--- src/rtl/ocp_skip_gate.sv ---
module ocp_skip_gate #(
  parameter int BLANK_CLKS = 20,
  parameter int MAX_SKIP   = 7
) (
  input  logic clk,
  input  logic rst_n,
  input  logic tick,
  input  logic pwm_req,
  input  logic oc_flag,
  output logic drive
);
  localparam int CW = $clog2(MAX_SKIP + 1);
  localparam int BW = $clog2(BLANK_CLKS + 1);

  logic [CW-1:0] skip_lvl;
  logic [CW-1:0] skip_rem;
  logic [BW-1:0] on_age;
  logic          armed;

  wire blank_end  = drive && (on_age == BW'(BLANK_CLKS - 1));
  wire post_blank = drive && (on_age == BW'(BLANK_CLKS));

  wire [CW-1:0] lvl_up = (skip_lvl == CW'(MAX_SKIP)) ? skip_lvl : skip_lvl + 1'b1;
  wire [CW-1:0] lvl_dn = (skip_lvl == '0) ? skip_lvl : skip_lvl - 1'b1;

  always_ff @(posedge clk) begin
    if (!rst_n) begin
      drive    <= 1'b0;
      armed    <= 1'b0;
      on_age   <= '0;
      skip_lvl <= '0;
      skip_rem <= '0;
    end else if (tick) begin
      if (skip_rem != '0) begin
        skip_rem <= skip_rem - 1'b1;
        armed    <= 1'b0;
        drive    <= 1'b0;
      end else begin
        armed  <= 1'b1;
        drive  <= pwm_req;
        on_age <= '0;
      end
    end else if (blank_end) begin
      if (oc_flag) begin
        drive    <= 1'b0;
        armed    <= 1'b0;
        skip_lvl <= lvl_up;
        skip_rem <= lvl_up;
      end else begin
        skip_lvl <= lvl_dn;
        on_age   <= on_age + 1'b1;
        if (!pwm_req) begin
          drive <= 1'b0;
          armed <= 1'b0;
        end
      end
    end else if (drive) begin
      if (!pwm_req || (post_blank && oc_flag)) begin
        drive <= 1'b0;
        armed <= 1'b0;
      end else if (!post_blank) begin
        on_age <= on_age + 1'b1;
      end
    end else if (armed && pwm_req) begin
      drive  <= 1'b1;
      on_age <= '0;
    end
  end
endmodule

--- config.mk ---
export PLATFORM = sky130hd
export DESIGN_NAME = ocp_skip_gate
export DESIGN_NICKNAME = d
export VERILOG_FILES = /design/src/rtl/ocp_skip_gate.sv
export SDC_FILE = /design/constraint.sdc
export NUM_CORES = 1
export LEC_CHECK = 0
export BUFFER_PORTS_ARGS = -buffer_cell sky130_fd_sc_hd__buf_2
export CORE_ASPECT_RATIO = 1.4
export CORE_MARGIN = 8
export CORE_UTILIZATION = 47
export DETAILED_ROUTE_END_ITERATION = 8
export GPL_ROUTABILITY_DRIVEN = 0
export SETUP_SLACK_MARGIN = 0.3
export SLEW_MARGIN = 20
export SYNTH_ARGS = -nofsm -noshare
export SYNTH_HDL_FRONTEND = slang
export SYNTH_SLANG_ARGS = --single-unit
--- constraint.sdc ---
create_clock -name clk -period 2 [get_ports clk]
set_input_delay 0.1 -clock clk [delete_from_list [all_inputs] [get_ports clk]]
set_output_delay 0.1 -clock clk [all_outputs]
set_load 0.01 [all_outputs]
Word-level counts from Yosys, hierarchy flattened
Index checks and enable logic that the tools add are counted.
{"block": "classes", "n_addsub": 4, "bitwise": 1, "n_mux": 28, "reduce_logical": 17, "n_eq_ne": 10}
{"cell": "2-to-1 mux 5 bit", "n": 8}
{"cell": "2-to-1 mux 3 bit", "n": 7}
{"cell": "2-to-1 mux 1 bit", "n": 13}
{"cell": "inequality test 4 bit (second input constant)", "n": 3}
{"cell": "equality test 5 bit (second input constant)", "n": 2}
{"cell": "AND reduction 3 bit", "n": 3}
{"cell": "nonzero test 3 bit", "n": 3}
{"cell": "subtractor 3 x 1 -> 3 bit (second input constant)", "n": 2}
{"cell": "adder 5 x 1 -> 5 bit (second input constant)", "n": 1}
{"cell": "AND reduction 5 bit", "n": 1}
{"cell": "logical AND 1 bit", "n": 4}
{"cell": "inequality test 2 bit (second input constant)", "n": 2}
{"cell": "nonzero test 2 bit", "n": 2}
{"cell": "nonzero test 4 bit", "n": 1}
{"cell": "adder 3 x 1 -> 3 bit (second input constant)", "n": 1}
{"cell": "equality test 3 bit (second input constant)", "n": 1}
{"cell": "logical NOT 3 bit", "n": 1}
{"cell": "inequality test 3 bit (second input constant)", "n": 1}
{"cell": "inequality test 2 x 1 -> 1 bit (second input constant)", "n": 1}
{"cell": "logical NOT 1 bit", "n": 1}
{"cell": "logical OR 1 bit", "n": 1}
{"cell": "NOT 1 bit", "n": 1}
{"block": "totals", "regBits": 13, "inputBits": 5, "word_cells": 65}

Longest topological paths before layout
Gate-level depths: netlist of run 1.
{"block": "depth", "word_depth": 8, "depth_mapped": 7, "depth_no_buf": 6}

Least setup slack after synthesis of run 1
OpenSTA, ideal clock, no wires.
{"block": "synth_path", "path_kind": "reg2reg", "from": "register drive", "to": "register on_age[0]", "setup_slack_ns": 0.301, "setup_time_ns": 0.138, "path_stages_with_launch": 8, "required_ns": 1.862, "arrival_ns": 1.562, "path_cell_list": "dfxtp_1 > buf_6 > and3b_1 > buf_6 > a32o_1 > buf_6 > a2111oi_1 > a211oi_2"}
{"block": "synth_between", "elab_chain_cells": 5, "word_cells_on_any_way": 12, "classes_between": "eq/ne (3); mux (3); reduce/logical (6)"}
{"item": "start, declared", "line": "10", "text": "output logic drive"}
{"item": "start signal, assigned", "line": "40", "text": "drive <= pwm_req;"}
{"item": "logical AND 1 bit", "line": "21", "text": "wire post_blank = drive && (on_age == BW'(BLANK_CLKS));"}
{"item": "logical AND 1 bit", "line": "58", "text": "if (!pwm_req || (post_blank && oc_flag)) begin"}
{"item": "logical OR 1 bit", "line": "58"}
{"item": "inequality test 4 bit (no line)"}
{"item": "AND reduction 5 bit (no line)"}
{"item": "end signal, assigned", "line": "51", "text": "on_age <= on_age + 1'b1;"}
{"item": "end signal, assigned", "line": "62", "text": "on_age <= on_age + 1'b1;"}
{"item": "end, declared", "line": "17", "text": "logic [BW-1:0] on_age;"}
Parallel ways exist; a longest one is shown, timed or not.
A chain may end at the register's enable or synchronous reset.

Worst setup path in the final report of run 1
{"block": "layout_path", "from": "register on_age[0]", "to": "register on_age[0]"}
{"block": "layout_between", "elab_chain_cells": 6, "word_cells_on_any_way": 18, "classes_between": "add/sub (1); eq/ne (5); mux (6); reduce/logical (6)"}
{"item": "adder 5 x 1 -> 5 bit or equality test 5 bit (tied branches)", "line": "51, 62, 21"}
{"item": "2-to-1 mux 5 bit or logical AND 1 bit (tied branches)", "line": "61, 21"}
{"item": "2-to-1 mux 5 bit or logical AND 1 bit (tied branches)", "line": "58"}
{"item": "2-to-1 mux 5 bit or logical OR 1 bit (tied branches)", "line": "57, 58"}
{"item": "2-to-1 mux 5 bit or inequality test 4 bit (tied branches)"}
{"item": "2-to-1 mux 5 bit or AND reduction 5 bit (tied branches)"}
Parallel ways exist; a longest one is shown, timed or not. The select of a mux whose other input is x is not followed.

==> results of run 1 <==
state kept, by name, summed over array words and instances (netlist names):
| register | flops |
|---|---|
| drive | 1 |
| armed | 1 |
| skip_rem | 3 |
| on_age | 5 |
| skip_lvl | 3 |
worst max-delay path by stage:
stage	from	endpoint	slack, ps	cells past startpoint
floorplan	drive$_SDFFE_PN0P_	on_age[0]$_SDFFE_PN0P_	300	7
CTS	on_age[0]$_SDFFE_PN0P_	on_age[0]$_SDFFE_PN0P_	300	5
finish	on_age[0]$_SDFFE_PN0P_	on_age[0]$_SDFFE_PN0P_	310	5
global placement	on_age[0]$_SDFFE_PN0P_	on_age[0]$_SDFFE_PN0P_	240	5
detailed placement	on_age[1]$_SDFFE_PN0P_	on_age[0]$_SDFFE_PN0P_	220	5
global route	on_age[1]$_SDFFE_PN0P_	on_age[0]$_SDFFE_PN0P_	240	5
cells in the mapped netlist (all sizes together), types with 4 or more instances:
cell type	n
dfxtp	13
buf	6
ha	7
nor2b	4
o21ai	5
nor2	5
inv	9
a21oi	6
nand3	8
nand2	9
a211oi	4
through the flow:
| step | setup WS [ps] | total power, uW |
|---|---|---|
| after floorplan | 301 | 311 |
| after global placement | 241 | 326 |
| after detailed placement | 216 | 327 |
| after CTS | 304 | 496 |
| after global routing | 242 | 531 |
| final | 310 | 508 |
timing repair:
item,in CTS,in global routing
setup buffers,3,6
hold buffers,0,0
pin swaps,2,9
resized for setup,6,23
endpoints found under the setup margin,4,6
worst register-to-register path: stages (launching register included):
cell,delay (ps)
dfxtp_4,370
ha_4,170
nor3b_4,150
a32o_2,360
a211o_1,310
a211oi_2,250
per-layer routing:
layer | part of all wire, % | routed length (um)
met5 | 0 | 0
met2 | 55 | 1530
met1 | 42 | 1160
met3 | 3.0 | 85
met4 | 0.64 | 18
power by group through the flow:
stage	Sequential, uW	Combinational, uW	Clock [uW]
floorplan	270	41.4	0
global placement	272	54.1	0
detailed placement	272	54.7	0
CTS	266	57.8	172
global route	267	79.1	185
finish	267	74.2	167
logic make-up (layout without fill, tap and decap cells):
family | Yosys count | after routing | synth area share [%]
simple gates | 47 | 47 | 26.4
compound gates | 34 | 34 | 24.4
buf+inv | 18 | 31 | 9.10
flops | 13 | 13 | 25.6
fa+ha+maj | 7 | 7 | 8.61
mux | 4 | 4 | 4.18
xor+xnor | 2 | 2 | 1.72
area by class of cell:
type,instances,area (um2),share of cell area (%)
tap,22,27.5,2.14
timing repair buffer,18,146,11.4
sequential,13,268,20.9
inverter,9,36.3,2.83
clock buffer,4,26.3,2.05
multi-input combinational,94,779,60.7
==> run metrics, run 1 <==
P_int=368 uW; Req. time, crit path=2190 ps; row cnt=20; hold crit path type=in2reg; Non-Filler Instances=160; Core Footprint=2100 um2; fraction of registers with async set or reset after synthesis=0%; die area=3930 um2; Seq pwr share=52.5%; root buffer cell=clkbuf_4; Top FF cell, synth=dfxtp_1; Critical Path Max Stage Delay=370 ps; status=complete, no violations; Max Clock Freq=592 MHz; placed cell count=147; syn_nets=137; DRT Pass-1 Iters=4; Chip Height=71.0 um; total gr overflow=0; crit path cell chain=ha_4 > nor3b_4 > a32o_2 > a211o_1 > a211oi_2; Buf/Inv on CP=0; antenna violations before repair=0; hold_ws=115 ps; Reg2Reg Setup Slack=310 ps; startpoint types=flop; Tightest Pin Transition=421 ps; post-route ant nets=0; critical path class=reg2reg; Max-slew headroom=71.9%; setup TNS=0 ps; layout cells sized above 1=29.7%; antenna fix cells=0; worst r2r src=on_age[0]$_SDFFE_PN0P_; cts bufs inserted=3; first-pass GRT wire length=4050 um; FILL cells=187; global-route met2 utilization=23.0%; largest area contributor in the netlist=dfxtp_1; fin. max-slew vios=0; Netlist Area Pre-Place=1020 um2; CP Capture Type=flop; Worst path slowest cell=dfxtp_4; commonest non-fill, non-tap cells in the layout=nand2_1 (9), dfxtp_1 (9), buf_4 (9); I/O pin total=6; Detailed Route WL=2800 um; Synth cell types=44; Nets=151; 1st-iter DRT viols=18; CTS sink cnt=13; clk_lat worst skew=270 ps; P&R area growth vs syn=26.2%; Synth warnings=0; Tmin final=1690 ps; Seq/Total Area, Yosys=25.6%; Synth area leaders=dfxtp_1 (26%), ha_1 (8.6%), nand3_1 (3.9%), inv_1 (3.3%), nand2_1 (3.3%); reg-to-reg endpoint=on_age[0]$_SDFFE_PN0P_; final setup fails=0; met3 Usage GRT=3.40%; CTS tree=built; clock buffer depth=2; gr busiest metal=met2; Mapped Avg Cell Area=8.14 um2; Die Wd=55.3 um; Hold Path Stages=3; CTS clock-pin slew for the worst setup and hold paths=90 ps; vias in the first global route=922; clk_skew=8.22 ps; R2R depth=5; hpwl dp=1830 um; NetSw=140 uW; Avg WL per Cell=17.5 um; Syn Inst Count=125; DRC viols=0; maximum VDD drop=0.000337 V; worst hold start=pwm_req; number of H-tree levels=1; Pleak=0.000469 uW; switching portion of total power=27.6%; Initial Util=48.4%; instance area after placement=1040 um2; RSZ-0062 raised after global routing=true; Design Area, Final=1280 um2; fin crit share=84.5%; largest net degree at the start of global routing=20; met1 usage=12.4%; Clock power frac=32.9%; Worst EP arrival=1880 ps; pwr dens=396 nW/um2; CP top delay family=compound AO/OA/AOI/OAI gates; Fin. Hold Viols=0; Comb power frac=14.6%; Tot GR Track Use=12.3%; CP Max Fanout=8; PortBufs=5; EDFF count, synth=0; Final Core Density=61.1%; vias=988; drt via density=6.18; Hold Path Sink=drive$_SDFFE_PN0P_; max-capacitance violation count=0; flops & latches, synth=13; post-synth top area share=25.6%
Note: power is estimated with default switching activity, not from simulation.
==> run 2, diff against run 1 <==
==> constraint.sdc (replaced) <==
create_clock -name clk -period 1.75 [get_ports clk]
set_input_delay 0.0875 -clock clk [delete_from_list [all_inputs] [get_ports clk]]
set_output_delay 0.0875 -clock clk [all_outputs]
set_load 0.01 [all_outputs]
==> run metrics, run 2 (synthesis results as in run 1) <==
hpwl dp=1890 um; Pleak=0.000534 uW; first-pass GRT wire length=4930 um; switching portion of total power=28.5%; DRT Pass-1 Iters=4; vias in the first global route=1043; NetSw=171 uW; pwr dens=417 nW/um2; Tightest Pin Transition=371 ps; post-route ant nets=0; drt via density=6.44; vias=1089; Seq pwr share=50.3%; total gr overflow=0; Top Registers=on_age (5), skip_lvl (3), skip_rem (3); layout cells sized above 1=45.6%; Tot GR Track Use=15.0%; Tmin final=1610 ps; antenna violations before repair=0; cts bufs inserted=3; Die Wd=55.3 um; max-capacitance violation count=0; P_int=428 uW; Nets=160; Worst EP arrival=1810 ps; row cnt=20; clk_lat worst skew=280 ps; PortBufs=5; 1st-iter DRT viols=40; setup TNS=0 ps; commonest non-fill, non-tap cells in the layout=buf_4 (15), nand3_1 (8), nand2_1 (8); P&R area growth vs syn=41.5%; CP top delay family=compound AO/OA/AOI/OAI gates; startpoint types=flop; CTS sink cnt=13; instance area after placement=1110 um2; largest net degree at the start of global routing=16; largest register by flop count=on_age; commonest non-fill, non-tap cell in the layout=buf_4; critical path class=reg2reg; number of H-tree levels=1; fin crit share=92.1%; Comb power frac=17.0%; root buffer cell=clkbuf_4; CTS tree=built; Chip Height=71.0 um; clock buffer depth=2; clk_skew=6.99 ps; Clock power frac=32.6%; Max-slew headroom=75.2%; Buf/Inv on CP=0; Max Clock Freq=621 MHz; Critical Path Max Stage Delay=370 ps; DRC viols=0; maximum VDD drop=0.000391 V; die area=3930 um2; Design Area, Final=1440 um2; CP Capture Type=flop; CP Max Fanout=5; Initial Util=48.4%; RSZ-0062 raised after global routing=true; final setup fails=0; Fin. Hold Viols=0; crit path cell chain=ha_4 > nor3b_4 > a32o_2 > a211o_1 > a211oi_2; Req. time, crit path=1950 ps; CTS clock-pin slew for the worst setup and hold paths=90 ps; I/O pin total=6; Worst path slowest cell=dfxtp_4; Avg WL per Cell=18.3 um; fin. max-slew vios=0; antenna fix cells=0; max reg flops=5; Detailed Route WL=3090 um; status=complete, no violations; Core Footprint=2100 um2; hold crit path type=in2reg
-- run 2: cell count changes in the layout (fill, tap and decap cells not counted), moves of 2 or more --
| cell | before | now |
|---|---|---|
| dfxtp_2 | 3 | 5 |
| ha_1 | 5 | 2 |
| buf_4 | 9 | 15 |
| buf_6 | 3 | 6 |
| dfxtp_1 | 9 | 6 |
| inv_2 | 0 | 3 |
| inv_1 | 8 | 6 |
| ha_2 | 0 | 2 |
-- run 2: final timing paths --
kind                                 start                        to  slack [ps]  cells after the start
setup / recovery    on_age[1]$_SDFFE_PN0P_    on_age[0]$_SDFFE_PN0P_         140                      5
hold / removal                     pwm_req        drive$_SDFFE_PN0P_         100                      3
setup reg to reg    on_age[1]$_SDFFE_PN0P_    on_age[0]$_SDFFE_PN0P_         140                      5
hold reg to reg   skip_rem[1]$_SDFFE_PN0P_  skip_rem[1]$_SDFFE_PN0P_         460                      2
-- run 2: repair_timing --
item / in CTS / in global routing
setup endpoints to repair: 9 / 12
pin swaps: 8 / 9
gates resized for setup: 29 / 20
hold buffers: 0 / 0
gates cloned: 1 / 0
setup buffers: 9 / 1
-- run 2: through the flow --
stage / util [%] / cells / worst slack, ps / power (uW) / hold slack [ps]
floorplan: - / 125 / 110 / 357 / 208
global placement: 52.7 / 154 / 54.1 / 378 / 361
detailed placement: 52.7 / 154 / 1.35 / 377 / 368
CTS: 64.3 / 168 / 193 / 595 / 83.8
global route: 68.5 / 169 / 95.9 / 625 / 115
finish: 68.5 / 169 / 139 / 599 / 100
-- run 2: area by class of cell --
cell class	count	area (um2)
multi-input cells	95	872
fillers	163	663
flip-flops and latches	13	274
repair buffers	26	205
inverters	9	33.8
well taps	22	27.5
clock buffers	4	26.3
-- run 2: routing by layer --
| metal | vias to the layer above | wire, um | global-route usage (%) |
|---|---|---|---|
| met5 | - | 0 | 0 |
| met4 | 0 | 106 | 7.14 |
| met3 | 14 | 176 | 2.33 |
| met2 | 52 | 1640 | 27.4 |
| met1 | 516 | 1170 | 16.1 |
| li1 | 507 | - | - |
-- run 2: worst register-to-register path, stage by stage, from the launching register on --
cell and delay (ps):
dfxtp_4 370, ha_4 160, nor3b_4 160, a32o_2 350
a211o_1 300, a211oi_2 190
-- run 2: power groups by stage --
| stage | clock [uW] | combinational, uW | sequential, uW |
|---|---|---|---|
| 3_3_place_gp | 0 | 67.7 | 310 |
| 2_1_floorplan | 0 | 48.3 | 309 |
| 4_1_cts | 199 | 92.3 | 304 |
| 6_report | 196 | 102 | 302 |
| 3_5_place_dp | 0 | 66.9 | 310 |
| 5_1_grt | 214 | 108 | 302 |
==> run 3, diff against run 2 <==
--- a/config.mk
+++ b/config.mk
@@ -11,6 +11,7 @@
 export CORE_UTILIZATION = 47
 export DETAILED_ROUTE_END_ITERATION = 8
 export GPL_ROUTABILITY_DRIVEN = 0
+export PLACE_DENSITY = 0.62
 export SETUP_SLACK_MARGIN = 0.3
 export SLEW_MARGIN = 20
 export SYNTH_ARGS = -nofsm -noshare
==> run metrics, run 3 (synthesis results as in run 1) <==
Design Area, Final=1340 um2; antenna violations before repair=0; fin. max-slew vios=0; first-pass GRT wire length=4950 um; Tot GR Track Use=15.1%; Pleak=0.000506 uW; Avg WL per Cell=17.1 um; drt via density=6.31; commonest non-fill, non-tap cells in the layout=buf_4 (19), nand3_1 (8), nand2_1 (8); Nets=158; max-capacitance violation count=0; Initial Util=48.4%; startpoint types=flop; 1st-iter DRT viols=42; Design Power=575 uW; Fin. Hold Viols=0; clk_lat worst skew=280 ps; Core Footprint=2100 um2; Detailed Route WL=2860 um; largest net degree at the start of global routing=13; critical path class=reg2reg; vias=1053; CTS tree=built; RSZ-0062 raised after global routing=true; total gr overflow=0; DP Worst Slack=-2.63 ps; largest register by flop count=on_age; CP Capture Type=flop; maximum VDD drop=0.000245 V; crit path cell chain=inv_2 > ha_4 > nand4b_1 > a211oi_2 > buf_4 > a2111oi_4 > o21ai_1; instance area after placement=1130 um2; Final Core Density=63.5%; row cnt=20; vias in the first global route=1140; status=complete, no violations; die area=3930 um2; hold_buf cts=0; clk_skew=7.89 ps; Max Clock Freq=614 MHz; root buffer cell=clkbuf_4; CP top delay family=compound AO/OA/AOI/OAI gates; DRC viols=0; Buf/Inv on CP=2; commonest non-fill, non-tap cell in the layout=buf_4; CTS clock-pin slew for the worst setup and hold paths=80 ps; hold crit path type=in2reg; clock buffer depth=2; cts bufs inserted=3; Critical Path Max Stage Delay=370 ps; final setup fails=0; DRT Pass-1 Iters=4; PortBufs=5; Worst EP arrival=1780 ps; hpwl dp=1970 um; I/O pin total=6; antenna fix cells=0; Tmin final=1630 ps; P&R area growth vs syn=31.2%; CP Max Fanout=6; Worst path slowest cell=dfxtp_2; post-route ant nets=0; worst setup margin=121 ps; Top Registers=on_age (5), skip_lvl (3), skip_rem (3); Req. time, crit path=1900 ps; number of H-tree levels=1; hold_ws=78.5 ps; fin crit share=93.1%; Chip Height=71.0 um; pwr dens=431 nW/um2; Max-slew headroom=76.1%; Die Wd=55.3 um; CTS sink cnt=13; max reg flops=5; layout cells sized above 1=41.4%; Tightest Pin Transition=358 ps
[run 3: cell count changes in the layout (fill, tap and decap cells not counted), sizes merged]
| cell | before | now |
|---|---|---|
| a32o | 2 | 1 |
| buf | 26 | 25 |
[run 3: report_power, final]
group / leakage [uW] / total (uW) / switching, uW / internal, uW
Clock: 0.0000150 / 186 / 97.7 / 88.3
Combinational: 0.000382 / 85.6 / 49.1 / 36.5
Sequential: 0.000109 / 303 / 5.20 / 298
Total: 0.000506 / 575 / 152 / 423
[run 3: path summary, 6_finish.rpt]
| path | startpoint | to | slack (ps) | depth (start not counted) |
|---|---|---|---|---|
| worst max register to register | on_age[0]$_SDFFE_PN0P_ | on_age[2]$_SDFFE_PN0P_ | 120 | 7 |
| worst min-delay path | pwm_req | drive$_SDFFE_PN0P_ | 80 | 3 |
| worst min register to register | skip_rem[1]$_SDFFE_PN0P_ | skip_rem[1]$_SDFFE_PN0P_ | 460 | 2 |
| worst max-delay path | on_age[0]$_SDFFE_PN0P_ | on_age[2]$_SDFFE_PN0P_ | 120 | 7 |
[run 3: cell type report]
cell class                      count  area, um2
Multi-Input combinational cell     94        797
Sequential cell                    13        272
Timing Repair Buffer               25        179
Tap cell                           22       27.5
Inverter                            9       33.8
Fill cell                         187        767
Clock buffer                        4       26.3
[run 3: timing repair]
action                     CTS  global route
pin swaps                    7             6
hold endpoints to repair     0             0
buffers inserted             6             0
setup endpoints to repair   10            12
gates resized for setup     22            11
[run 3: through the flow]
stage	instances	setup TNS, ps
final	167	0
after CTS	167	0
after detailed placement	157	-2.63
after floorplan	125	0
after global routing	167	0
after global placement	157	0
[run 3: tightest hold or removal path, delay by kind of cell]
kind,cells,cell delay (ps)
buffers and inverters,1,130
AO/OA/AOI/OAI,1,40
AND/OR/NAND/NOR,1,70
[run 3: routing by layer]
metal  vias up  routed length (um)  track usage [%]
met4         0                 100             11.3
li1        506                   -                -
met5         -                   0                0
met3        13                  72             2.15
met1       503                1120             14.5
met2        31                1570             27.9
